===== src/rtl/fp_class_pkg.sv =====
package fp_class_pkg;

    localparam int unsigned OPW     = 64;
    localparam int unsigned CLS_W   = 10;
    localparam int unsigned SP_EXPW = 8;
    localparam int unsigned SP_FRW  = 23;
    localparam int unsigned DP_EXPW = 11;
    localparam int unsigned DP_FRW  = 52;

    // Bit index of each class in the mask (fixed by consumers)
    localparam int unsigned CB_PZERO = 9;
    localparam int unsigned CB_PSUB  = 8;
    localparam int unsigned CB_PNORM = 7;
    localparam int unsigned CB_PINF  = 6;
    localparam int unsigned CB_NZERO = 5;
    localparam int unsigned CB_NSUB  = 4;
    localparam int unsigned CB_NNORM = 3;
    localparam int unsigned CB_NINF  = 2;
    localparam int unsigned CB_QNAN  = 1;
    localparam int unsigned CB_SNAN  = 0;

    typedef enum logic [2:0] {
        K_ZERO, K_SUB, K_NORM, K_INF, K_QNAN, K_SNAN
    } kind_e;

    // Precision-independent view of an operand
    typedef struct packed {
        logic  sign;
        logic  exp_zero;
        logic  exp_ones;
        logic  frac_zero;
        logic  frac_msb;
    } fields_t;

    typedef struct packed {
        kind_e kind;
        logic  sign;
    } class_t;

    function automatic logic [CLS_W-1:0] encode_class(class_t c);
        logic [CLS_W-1:0] m;
        m = '0;
        unique case (c.kind)
            K_ZERO: m[c.sign ? CB_NZERO : CB_PZERO] = 1'b1;
            K_SUB:  m[c.sign ? CB_NSUB  : CB_PSUB ] = 1'b1;
            K_NORM: m[c.sign ? CB_NNORM : CB_PNORM] = 1'b1;
            K_INF:  m[c.sign ? CB_NINF  : CB_PINF ] = 1'b1;
            K_QNAN: m[CB_QNAN] = 1'b1;
            default: m[CB_SNAN] = 1'b1;
        endcase
        return m;
    endfunction

endpackage


===== src/rtl/fp_field_extract.sv =====
module fp_field_extract
    import fp_class_pkg::*;
#(
    parameter int unsigned EXPW = 8,
    parameter int unsigned FRW  = 23,
    localparam int unsigned W   = 1 + EXPW + FRW
) (
    input  logic [W-1:0] operand,
    output fields_t      fields
);
    logic [EXPW-1:0] exp_f;
    logic [FRW-1:0]  frac_f;

    always_comb begin
        exp_f            = operand[W-2 -: EXPW];
        frac_f           = operand[FRW-1:0];
        fields.sign      = operand[W-1];
        fields.exp_zero  = (exp_f == '0);
        fields.exp_ones  = (exp_f == '1);
        fields.frac_zero = (frac_f == '0);
        fields.frac_msb  = frac_f[FRW-1];
    end
endmodule


===== src/rtl/fp_kind_decode.sv =====
module fp_kind_decode
    import fp_class_pkg::*;
(
    input  fields_t f,
    output class_t  cls
);
    always_comb begin
        cls.sign = f.sign;
        if (f.exp_ones) begin
            if (f.frac_zero)     cls.kind = K_INF;
            else if (f.frac_msb) cls.kind = K_QNAN;
            else                 cls.kind = K_SNAN;
        end else if (f.exp_zero) begin
            cls.kind = f.frac_zero ? K_ZERO : K_SUB;
        end else begin
            cls.kind = K_NORM;
        end
    end
endmodule


===== src/rtl/fp_class_unit.sv =====
module fp_class_unit
    import fp_class_pkg::*;
(
    input  logic           clk,
    input  logic           rst,
    input  logic           in_valid,
    input  logic           in_dbl,
    input  logic [OPW-1:0] in_operand,
    output logic           out_valid,
    output logic [OPW-1:0] out_mask
);
    localparam int unsigned SPW = 1 + SP_EXPW + SP_FRW;

    fields_t          sp_f, dp_f, sel_f;
    class_t           cls;
    logic [CLS_W-1:0] mask_d;
    logic [CLS_W-1:0] mask_q;

    fp_field_extract #(.EXPW(SP_EXPW), .FRW(SP_FRW)) u_sp (
        .operand (in_operand[SPW-1:0]),
        .fields  (sp_f)
    );

    fp_field_extract #(.EXPW(DP_EXPW), .FRW(DP_FRW)) u_dp (
        .operand (in_operand),
        .fields  (dp_f)
    );

    assign sel_f = in_dbl ? dp_f : sp_f;

    fp_kind_decode u_dec (
        .f   (sel_f),
        .cls (cls)
    );

    assign mask_d = encode_class(cls);

    always_ff @(posedge clk) begin
        if (rst) begin
            out_valid <= 1'b0;
            mask_q    <= '0;
        end else begin
            out_valid <= in_valid;
            if (in_valid) mask_q <= mask_d;
        end
    end

    assign out_mask = {{(OPW-CLS_W){1'b0}}, mask_q};

    // exactly one class bit after any accepted operand
    p_onehot_r7: assert property (@(posedge clk) disable iff (rst)
        in_valid |=> $countones(out_mask) == 1);

    // valid latency of one cycle
    p_latency_r9: assert property (@(posedge clk) disable iff (rst)
        in_valid |=> out_valid);

    // result holds without a valid input
    p_hold_r9: assert property (@(posedge clk) disable iff (rst)
        !in_valid |=> $stable(mask_q));

    // NaN class never reported together with a sign-carrying class
    p_nan_excl_r6: assert property (@(posedge clk) disable iff (rst)
        (out_mask[CB_QNAN] || out_mask[CB_SNAN]) |-> out_mask[CLS_W-1:2] == '0);

    // upper bits stay zero
    p_zext_r8: assert property (@(posedge clk) disable iff (rst)
        out_mask[OPW-1:CLS_W] == '0);

endmodule


===== config.mk =====
export PLATFORM = sky130hd
export DESIGN_NAME = fp_class_unit
export DESIGN_NICKNAME = d
export VERILOG_FILES = /design/src/rtl/fp_class_pkg.sv /design/src/rtl/fp_field_extract.sv /design/src/rtl/fp_kind_decode.sv /design/src/rtl/fp_class_unit.sv
export SDC_FILE = /design/constraint.sdc
export NUM_CORES = 1
export LEC_CHECK = 0
export CAP_MARGIN = 20
export CORE_AREA = 2 2 51 53
export DETAILED_ROUTE_END_ITERATION = 7
export DIE_AREA = 0 0 53 55
export DONT_BUFFER_PORTS = 1
export SYNTH_ARGS = -nofsm -noshare
export SYNTH_HDL_FRONTEND = slang
export SYNTH_SLANG_ARGS = --single-unit

===== constraint.sdc =====
create_clock -name clk -period 1.51 [get_ports clk]
set_input_delay 0.302 -clock clk [delete_from_list [all_inputs] [get_ports clk]]
set_output_delay 0.302 -clock clk [all_outputs]
set_load 0.01 [all_outputs]

==> results of run 1 <==
## report_power, final
part	switching [uW]	internal (uW)	leakage (uW)
sequential	5.16	295	0.0000892
combinational	79.4	16.3	0.000266
clock	96.5	102	0.0000150
total	181	414	0.000370
## worst max-delay path: stages
cell	delay [ps]
nor4_1	280
nand4_1	160
o31ai_1	230
nand2_1	190
a32o_2	300
## worst min path at each step
stage,cells after the start,to
floorplan,2,out_valid
global placement,2,mask_q[9]
detailed placement,2,mask_q[9]
CTS,2,out_valid
global route,2,out_valid
finish,2,out_valid
## placed cells by master, fill, tap and decap left out
cell	netlist	layout
a32o_1	2	2
a32o_2	1	1
a41oi_1	1	1
and2_1	1	1
buf_4	55	2
clkbuf_1	0	1
clkbuf_4	0	3
conb_1	1	54
dfxtp_1	11	11
inv_1	2	2
mux2i_1	2	2
nand2_1	11	11
nand2b_1	3	3
nand3_1	3	3
nand4_1	5	5
nor2_1	5	5
nor3_1	3	3
nor3b_1	1	1
nor4_1	13	13
nor4b_1	1	1
o211ai_1	1	1
o21ai_0	4	4
o21ai_1	1	1
o31ai_1	4	4
## final cells by class
class,instances,area [um^2],share of cell area
flip-flops and latches,11,220.2,0.2514
inverters,2,7.507,0.008571
multi-input cells,116,569.3,0.6500
clock buffers,4,26.28,0.03000
well taps,30,37.54,0.04286
repair buffers,2,15.01,0.01714
## per-layer routing
| layer | up-vias | part of all wire | GRT usage | wire length [um] |
|---|---|---|---|---|
| met1 | 349 | 0.37 | 0.1712 | 778 |
| li1 | 362 | - | - | - |
| met4 | 0 | 0.015 | 0.06410 | 31 |
| met3 | 3 | 0.11 | 0.01882 | 239 |
| met2 | 67 | 0.51 | 0.2167 | 1076 |
| met5 | - | 0 | 0 | 0 |
## state kept, by name, summed over array words and instances (netlist names)
signal / count
mask_q: 10
out_valid: 1
## kinds of logic after synthesis
| logic type | count (synthesis) |
|---|---|
| AOI/OAI and AO/OA | 14 |
| buffers and inverters | 57 |
| DFF | 11 |
| muxes | 2 |
| other | 1 |
| and+or+nand+nor | 46 |
## stage by stage
step / instances / power [uW] / utilization
3_3_place_gp: 161 / 398.2 / 0.3593
4_1_cts: 165 / 594.3 / 0.3704
6_report: 165 / 594.8 / 0.3704
2_1_floorplan: 184 / 499.4 / -
5_1_grt: 165 / 631.4 / 0.3704
3_5_place_dp: 161 / 399.1 / 0.3593
==> metrics.md, run 1 <==
| Metric | Value |
|---|---|
| Status | `finished, final reports clean` |
| Starting DRT DRC Count | `9` |
| Clk_lat worst skew | `270 ps` |
| Drt first pass iters | `4` |
| Fin crit period | `about 1300 ps` |
| Antenna Nets Post-Route | `0` |
| Rel. slew slack | `0.5899` |
| Design area | `875.8 um^2` |
| Worst r2r dst | `mask_q[4]` |
| Post-CTS Setup Repair Bufs | `0` |
| All-Layer GR Usage | `0.1323` |
| Per-cell routed wire length | `12.88 um` |
| Req. time, crit path | `1670 ps` |
| Nets | `between 200 and 250` |
| Die Area | `2915 um^2` |
| Top post-synthesis cells by area | `buf_4 (41%), dfxtp_1 (22%), nor4_1 (8.0%)` |
| I/O Pins | `133` |
| Mapped Area | `1011 um^2` |
| First-pass GRT wire length | `2.829 mm` |
| CP startpoint kind | `input pin` |
| Hold_buf cts | `0` |
| Fmax | `around 770 MHz` |
| Crit. End Element | `flop` |
| Core area | `2365 um^2` |
| Synthesis-to-finish area growth | `-13.37%` |
| Post-synth EDFFs | `0` |
| Max VDD drop | `0.0003226 V` |
| Worst hold margin | `231.7 ps` |
| Top-area cell type share of the netlist area | `0.4084` |
| Syn_area_per_cell | `7.717 um^2` |
| DP Area | `849.6 um^2` |
| Main combinational cell family by area after synthesis | `buffers and inverters` |
| Vias per cell | `4.733` |
| Critical Path End | `mask_q[4]` |
| Mux share of post-synthesis cell area | `0.01980` |
| Post-synthesis sequential area ratio | `0.2178` |
| Initial antenna violation count | `0` |
| Worst slew pin tran | `612.9 ps` |
| Initial cell density of the core | `0.4275` |
| N_diodes | `0` |
| Reg-to-reg setup timing slack | `810 ps` |
| Maxcap violations | `0` |
| Pins Over Slew Limit | `0` |
| Total wire length | `2.125 mm` |
| Async set-reset flop share out of synthesis | `0` |
| Flops & latches, synth | `11` |
| Height of the die | `55 um` |
| Finish-stage setup viols | `0` |
| Hold Crit Class | `input pin to flop` |
| CTS root buf | `clkbuf_4` |
| Htree depth | `1` |
| Cell variety after synth | `22` |
| CTS resizes | `0` |
| Crit Path Class | `input pin to flop` |
| R2R cell count | `1` |
| Count leader, synth | `buf_4` |
| Synth Area in Compound Gates | `0.1015` |
| Post-synthesis xor/xnor area fraction | `0` |
| Layout cell share with drive strength beyond 1 | `0.04444` |
| Post-Syn Instances | `approximately 130` |
| Setup Skew | `0 ps` |
| Ys flop type | `dfxtp_1` |
| PortBufs | `0` |
| Synth Area in Adders | `0` |
| Endpoint arrival time on the critical path | `1460 ps` |
| Dpl ws | `-114.2 ps` |
| Setup ws final | `211.8 ps` |
| Row cnt | `18` |
| Grt total ovfl | `0` |
| Clk buf depth | `2` |
| Die Width | `between 50 and 60 um` |
| Via total after detailed routing | `slightly below 800` |
| Pwr/cell area | `679.2 nW/um^2` |
| CTS tree | `done` |
| Clock sinks | `11` |
| Drc violations | `0` |
| Largest area contributor in the synthesized netlist | `buf_4` |
| Dpl hpwl | `1.950 mm` |
| Post-Synth Simple-Gate Area | `0.2413` |
| Vias in the first global route | `652` |
| CP Max Fanout | `7` |
| Reg-to-Reg Start | `mask_q[4]` |
| Filler cells | `271` |
| Hold Startpoint | `in_valid` |
| Largest net degree at the start of global routing | `11` |
| Total CTS buffers | `3` |
| TNS Setup | `0 ps` |
| Placer Congestion | `0.7467` |
| Unrepaired setup endpoints after global routing | `no` |
| Period Utilization, post-route | `0.8598` |
| Static leakage | `0.0003698 uW` |
| Hold Fails Final Rpt | `0` |
| Ys Warns | `0` |
| Critical Path Start | `in_operand[36]` |
| Post-synth top cells | `buf_4 (55), nor4_1 (13), dfxtp_1 (11), nand2_1 (11)` |
| Clock transition at the registers of the reported paths | `70 ps` |
(Power assumes the default switching activity.)
==> run 2: changes to the inputs <==
--- a/config.mk
+++ b/config.mk
@@ -10,6 +10,7 @@
 export DETAILED_ROUTE_END_ITERATION = 7
 export DIE_AREA = 0 0 53 55
 export DONT_BUFFER_PORTS = 1
+export REMOVE_ABC_BUFFERS = 1
 export SYNTH_ARGS = -nofsm -noshare
 export SYNTH_HDL_FRONTEND = slang
 export SYNTH_SLANG_ARGS = --single-unit
==> run 2 against run 1 <==
Sequential cell count did not move; wire length rose by 0.66%; utilization rose by 0.32 points.
==> metrics.md, run 2 (synthesis results as in run 1) <==
| Metric | Value |
|---|---|
| Status | `finished, final reports clean (unchanged)` |
| Worst slew pin tran | `529.5 ps (was 612.9 ps)` |
| All-Layer GR Usage | `0.1210 (was 0.1323)` |
| Largest net degree at the start of global routing | `11 (unchanged)` |
| Antenna Nets Post-Route | `0 (unchanged)` |
| Dpl hpwl | `1.985 mm (was 1.950 mm)` |
| Drt first pass iters | `4 (unchanged)` |
| Req. time, crit path | `1660 ps (was 1670 ps)` |
| Highest-count cells in the layout ignoring fill and taps | `conb_1 (54), nor4_1 (13), nand2_1 (11), dfxtp_1 (11) (unchanged)` |
| Setup ws final | `122.3 ps (was 211.8 ps)` |
| Nets | `205 (was 204)` |
| Unrepaired setup endpoints after global routing | `no (unchanged)` |
| Endpoint arrival time on the critical path | `1540 ps (was 1460 ps)` |
| Fin crit period | `1388 ps (was 1298 ps)` |
| Drc violations | `0 (unchanged)` |
| Hold Crit Endpoint | `out_valid (unchanged)` |
| Total CTS buffers | `3 (unchanged)` |
| Initial antenna violation count | `0 (unchanged)` |
| Die Area | `2915 um^2 (unchanged)` |
| Worst r2r dst | `mask_q[4] (unchanged)` |
| Hold Fails Final Rpt | `0 (unchanged)` |
| Row cnt | `18 (unchanged)` |
| CP startpoint kind | `input pin (unchanged)` |
| Clock transition at the registers of the reported paths | `70 ps (about the same)` |
| Setup Skew | `0 ps (unchanged)` |
| R2R cell count | `1 (unchanged)` |
| CTS tree | `done (unchanged)` |
| Commonest non-fill, non-tap cell in the layout | `conb_1 (unchanged)` |
| Maxcap violations | `0 (unchanged)` |
| CP Max Fanout | `7 (unchanged)` |
| Clock sinks | `11 (unchanged)` |
| Largest register FFs | `10 (unchanged)` |
| Dpl ws | `-161.9 ps (was -114.2 ps)` |
| Die Width | `53 um (unchanged)` |
| Crit Path Class | `input pin to flop (unchanged)` |
| Period Utilization, post-route | `0.9190 (was 0.8598)` |
| Largest Register | `mask_q (unchanged)` |
| Pins Over Slew Limit | `0 (unchanged)` |
| Clk buf depth | `2 (unchanged)` |
| Hold Crit Class | `input pin to flop (unchanged)` |
| Placer Congestion | `0.7328 (was 0.7467)` |
| Per-cell routed wire length | `12.89 um (was 12.88 um)` |
| Worst hold margin | `242.2 ps (was 231.7 ps)` |
| Synthesis-to-finish area growth | `-12.62% (was -13.37%)` |
| Hold_buf cts | `0 (unchanged)` |
| Max VDD drop | `0.0003515 V (was 0.0003226 V)` |
| PortBufs | `0 (unchanged)` |
| Regs by FF count | `mask_q: 10 flops, out_valid: 1 flops (unchanged)` |
| Grt total ovfl | `0 (unchanged)` |
| Total wire length | `2.139 mm (was 2.125 mm)` |
| Starting DRT DRC Count | `10 (was 9)` |
| Reg-to-reg setup timing slack | `820 ps (was 810 ps)` |
| Tot Pwr | `590.4 uW (was 594.8 uW)` |
| Pwr/cell area | `668.4 nW/um^2 (was 679.2 nW/um^2)` |
| Clk_lat worst skew | `260 ps (was 270 ps)` |
| Htree depth | `1 (unchanged)` |
| Finish-stage setup viols | `0 (unchanged)` |
| Vias per cell | `4.711 (was 4.733)` |
| CTS root buf | `clkbuf_4 (unchanged)` |
| Height of the die | `55 um (unchanged)` |
| Hold Startpoint | `in_valid (unchanged)` |
| CTS resizes | `0 (unchanged)` |
| I/O Pins | `133 (unchanged)` |
| Non-Filler Instances | `166 (was 165)` |
| Static leakage | `0.0003749 uW (was 0.0003698 uW)` |
| Crit. End Element | `flop (unchanged)` |
| DP Cell Count | `162 (was 161)` |
| Reg-to-Reg Start | `mask_q[4] (unchanged)` |
| Fmax | `720.6 MHz (was 770.3 MHz)` |
| Post-CTS Setup Repair Bufs | `0 (unchanged)` |
| Rel. slew slack | `0.6423 (was 0.5899)` |
| N_diodes | `0 (unchanged)` |
| Vias in the first global route | `581 (was 652)` |
| Hold path cells | `2 (unchanged)` |
| Via total after detailed routing | `782 (was 781)` |
| First-pass GRT wire length | `2.566 mm (was 2.829 mm)` |
| Initial cell density of the core | `0.4275 (unchanged)` |
| Core area | `2365 um^2 (unchanged)` |
| Layout cell share with drive strength beyond 1 | `0.05147 (was 0.04444)` |
==> run 2: cell count changes in the layout (fill, tap and decap cells not counted) <==
cell	previous run	this run
buf_4	2	3
==> run 2: layout make-up <==
class	count	area [um^2]
clock buffer	4	26.28
fill	259	1481
inverter	2	7.507
multi-input combinational	116	569.3
sequential	11	220.2
tap	30	37.54
timing repair buffer	3	22.52
==> run 2: per-layer routing <==
metal | vias to the layer above | track usage | wire length (um) | share of wire
li1 | 368 | - | - | -
met2 | 62 | 0.2167 | 1128 | 0.53
met1 | 350 | 0.1408 | 731 | 0.34
met4 | 0 | 0.05128 | 6 | 0.0028
met5 | - | 0 | 0 | 0
met3 | 2 | 0.02419 | 273 | 0.13
==> run 2: report_power, final <==
part,total [uW],internal [uW],switching (uW),leakage (uW)
combinational,99.2,18.0,81.2,0.000271
clock,191,102,88.9,0.0000150
sequential,300,295,5.10,0.0000892
total,590,415,175,0.000375
==> run 2: worst max-delay path, stage by stage <==
cell and delay [ps]:
nor4_1 310, nand2_1 120, o31ai_1 290, nand2_1 220, a32o_2 310
==> run 2: how the worst max path moves through the flow <==
stage,start,endpoint,slack (ps),depth (start not counted)
5_1_grt,in_operand[23],mask_q[4],20,5
4_1_cts,in_operand[23],mask_q[4],110,5
3_5_place_dp,in_operand[23],mask_q[4],-160,5
3_3_place_gp,in_operand[23],mask_q[4],-170,5
2_1_floorplan,in_operand[23],mask_q[4],100,5
6_report,in_operand[23],mask_q[4],120,5
==> run 2: stage by stage <==
stage,utilization,setup TNS (ps),cell area (um^2)
5_1_grt,0.3735,0,883.3
6_report,0.3735,0,883.3
2_1_floorplan,-,0,797.0
3_5_place_dp,0.3624,-681.0,857.1
4_1_cts,0.3735,0,883.3
3_3_place_gp,0.3624,-670.6,857.1
==> run 3: changes to the inputs <==
--- a/config.mk
+++ b/config.mk
@@ -7,6 +7,7 @@
 export LEC_CHECK = 0
 export CAP_MARGIN = 20
 export CORE_AREA = 2 2 51 53
+export CTS_BUF_LIST = sky130_fd_sc_hd__clkbuf_8
 export DETAILED_ROUTE_END_ITERATION = 7
 export DIE_AREA = 0 0 53 55
 export DONT_BUFFER_PORTS = 1
==> run 3 against run 2 <==
Utilization grew 0.90 points; non-clock buffer count unchanged; register-to-register slack hardly changed; critical path type unchanged; wire length fell by 0.23%; final cell count unchanged; first-iteration DRC count decreased by 30%; fmax down 0.67%; highest routed layer unchanged.
==> metrics.md, run 3 (synthesis results as in run 1) <==
| Metric | Value |
|---|---|
| CP startpoint kind | `input pin (unchanged)` |
| Die Width | `53 um (unchanged)` |
| Clk buf depth | `2 (unchanged)` |
| All-Layer GR Usage | `0.1193 (was 0.1210)` |
| Crit. End Element | `flop (unchanged)` |
| Setup ws final | `113.0 ps (was 122.3 ps)` |
| Layout cell share with drive strength beyond 1 | `0.05882 (was 0.05147)` |
| Total wire length | `2.134 mm (was 2.139 mm)` |
| N_diodes | `0 (unchanged)` |
| Grt total ovfl | `0 (unchanged)` |
| Dpl hpwl | `1.985 mm (unchanged)` |
| Pins Over Slew Limit | `0 (unchanged)` |
| Final Util | `0.3825 (was 0.3735)` |
| Row cnt | `18 (unchanged)` |
| DP Cell Count | `162 (unchanged)` |
| Regs by FF count | `mask_q: 10 flops, out_valid: 1 flops (unchanged)` |
| Hold Crit Class | `input pin to flop (unchanged)` |
| Worst slew pin tran | `529.6 ps (was 529.5 ps)` |
| Reg-to-reg setup timing slack | `820 ps (about the same)` |
| Maxcap violations | `0 (unchanged)` |
| First-pass GRT wire length | `2.553 mm (was 2.566 mm)` |
| Max VDD drop | `0.0004290 V (was 0.0003515 V)` |
| Via total after detailed routing | `782 (unchanged)` |
| Placer Congestion | `0.7328 (unchanged)` |
| CTS root buf | `clkbuf_8 (was clkbuf_4)` |
| Unrepaired setup endpoints after global routing | `no (unchanged)` |
| PortBufs | `0 (unchanged)` |
| Drc violations | `0 (unchanged)` |
| Period Utilization, post-route | `0.9252 (was 0.9190)` |
| Non-Filler Instances | `166 (unchanged)` |
| Clock sinks | `11 (unchanged)` |
| Height of the die | `55 um (unchanged)` |
| Fin crit period | `1397 ps (was 1388 ps)` |
| Starting DRT DRC Count | `7 (was 10)` |
| Highest-count cells in the layout ignoring fill and taps | `conb_1 (54), nor4_1 (13), dfxtp_1 (11), nand2_1 (10) (was conb_1 (54), nor4_1 (13), nand2_1 (11), dfxtp_1 (11))` |
| Per-cell routed wire length | `12.86 um (was 12.89 um)` |
| Core area | `2365 um^2 (unchanged)` |
| Largest Register | `mask_q (unchanged)` |
| Largest register FFs | `10 (unchanged)` |
| Initial cell density of the core | `0.4275 (unchanged)` |
| Fmax | `715.8 MHz (was 720.6 MHz)` |
| Pwr/cell area | `750.8 nW/um^2 (was 668.4 nW/um^2)` |
| Initial antenna violation count | `0 (unchanged)` |
| Antenna Nets Post-Route | `0 (unchanged)` |
| Drt first pass iters | `4 (unchanged)` |
| Clk_lat worst skew | `230 ps (was 260 ps)` |
| Largest net degree at the start of global routing | `11 (unchanged)` |
| Rel. slew slack | `0.6423 (about the same)` |
| Vias in the first global route | `579 (was 581)` |
| Die Area | `2915 um^2 (unchanged)` |
| Synthesis-to-finish area growth | `-10.52% (was -12.62%)` |
| Setup Skew | `0 ps (unchanged)` |
| Htree depth | `1 (unchanged)` |
| Nets | `205 (unchanged)` |
| Crit Path Class | `input pin to flop (unchanged)` |
| Endpoint arrival time on the critical path | `1520 ps (was 1540 ps)` |
| Req. time, crit path | `1630 ps (was 1660 ps)` |
| CTS tree | `done (unchanged)` |
| Status | `finished, final reports clean (unchanged)` |
| Commonest non-fill, non-tap cell in the layout | `conb_1 (unchanged)` |
| Total CTS buffers | `3 (unchanged)` |
| Static leakage | `0.0003875 uW (was 0.0003749 uW)` |
| TNS Setup | `0 ps (unchanged)` |
| Filler cells | `254 (was 259)` |
| Finish-stage setup viols | `0 (unchanged)` |
| Clock transition at the registers of the reported paths | `50 ps (was 70 ps)` |
| Vias per cell | `4.711 (unchanged)` |
| Hold Fails Final Rpt | `0 (unchanged)` |
| Dpl ws | `-161.9 ps (unchanged)` |
| CP Max Fanout | `7 (unchanged)` |
| Post-CTS Setup Repair Bufs | `0 (unchanged)` |
| I/O Pins | `133 (unchanged)` |
[run 3: changes by cell type in the layout (fill, tap and decap cells not counted)]
cell      before  now
clkbuf_4       3    0
nand2_2        0    1
nand2_1       11   10
clkbuf_1       1    0
clkbuf_8       0    3
inv_1          2    3
[run 3: timing repair]
| action | in CTS | in global routing |
|---|---|---|
| setup endpoints to repair | 0 | 1 |
| hold buffers | 0 | 0 |
| gates resized for setup | 0 | 1 |
[run 3: final cells by class]
type,count,area (um^2),area share
Clock buffer,3,41.29,0.04564
Clock inverter,1,3.754,0.004149
Inverter,2,7.507,0.008299
Multi-Input combinational cell,116,571.8,0.6321
Sequential cell,11,220.2,0.2434
Tap cell,30,37.54,0.04149
Timing Repair Buffer,3,22.52,0.02490
[run 3: metrics by stage]
step	hold WS (ps)	power, uW	instance area, um^2
floorplan	471.5	391.3	797.0
global route	305.3	714.6	904.6
finish	274.9	679.2	904.6
detailed placement	505.3	402.3	857.1
CTS	267.7	679.4	902.1
global placement	498.9	401.1	857.1
[run 3: path summary, 6_finish.rpt]
path | from | to | cells past startpoint
max | in_operand[23] | mask_q[4] | 5
max reg2reg | mask_q[4] | mask_q[4] | 1
min reg2reg | mask_q[3] | mask_q[3] | 2
min | in_valid | out_valid | 2
[run 3: critical path: stages]
cell and delay [ps]:
nor4_1 310, nand2_1 120, o31ai_1 340, nand2_2 160
a32o_2 290
[run 3: power by group]
part	internal, uW	total, uW	switching (uW)
Clock	178	278	101
Sequential	296	301	5.10
Combinational	18.1	99.6	81.5
[run 3: metal layers]
metal,vias up,track usage,wire length [um]
met5,-,0,0
met4,0,0.03846,12
met3,2,0.02419,281
met2,64,0.2167,1118
met1,349,0.1408,722
li1,367,-,-
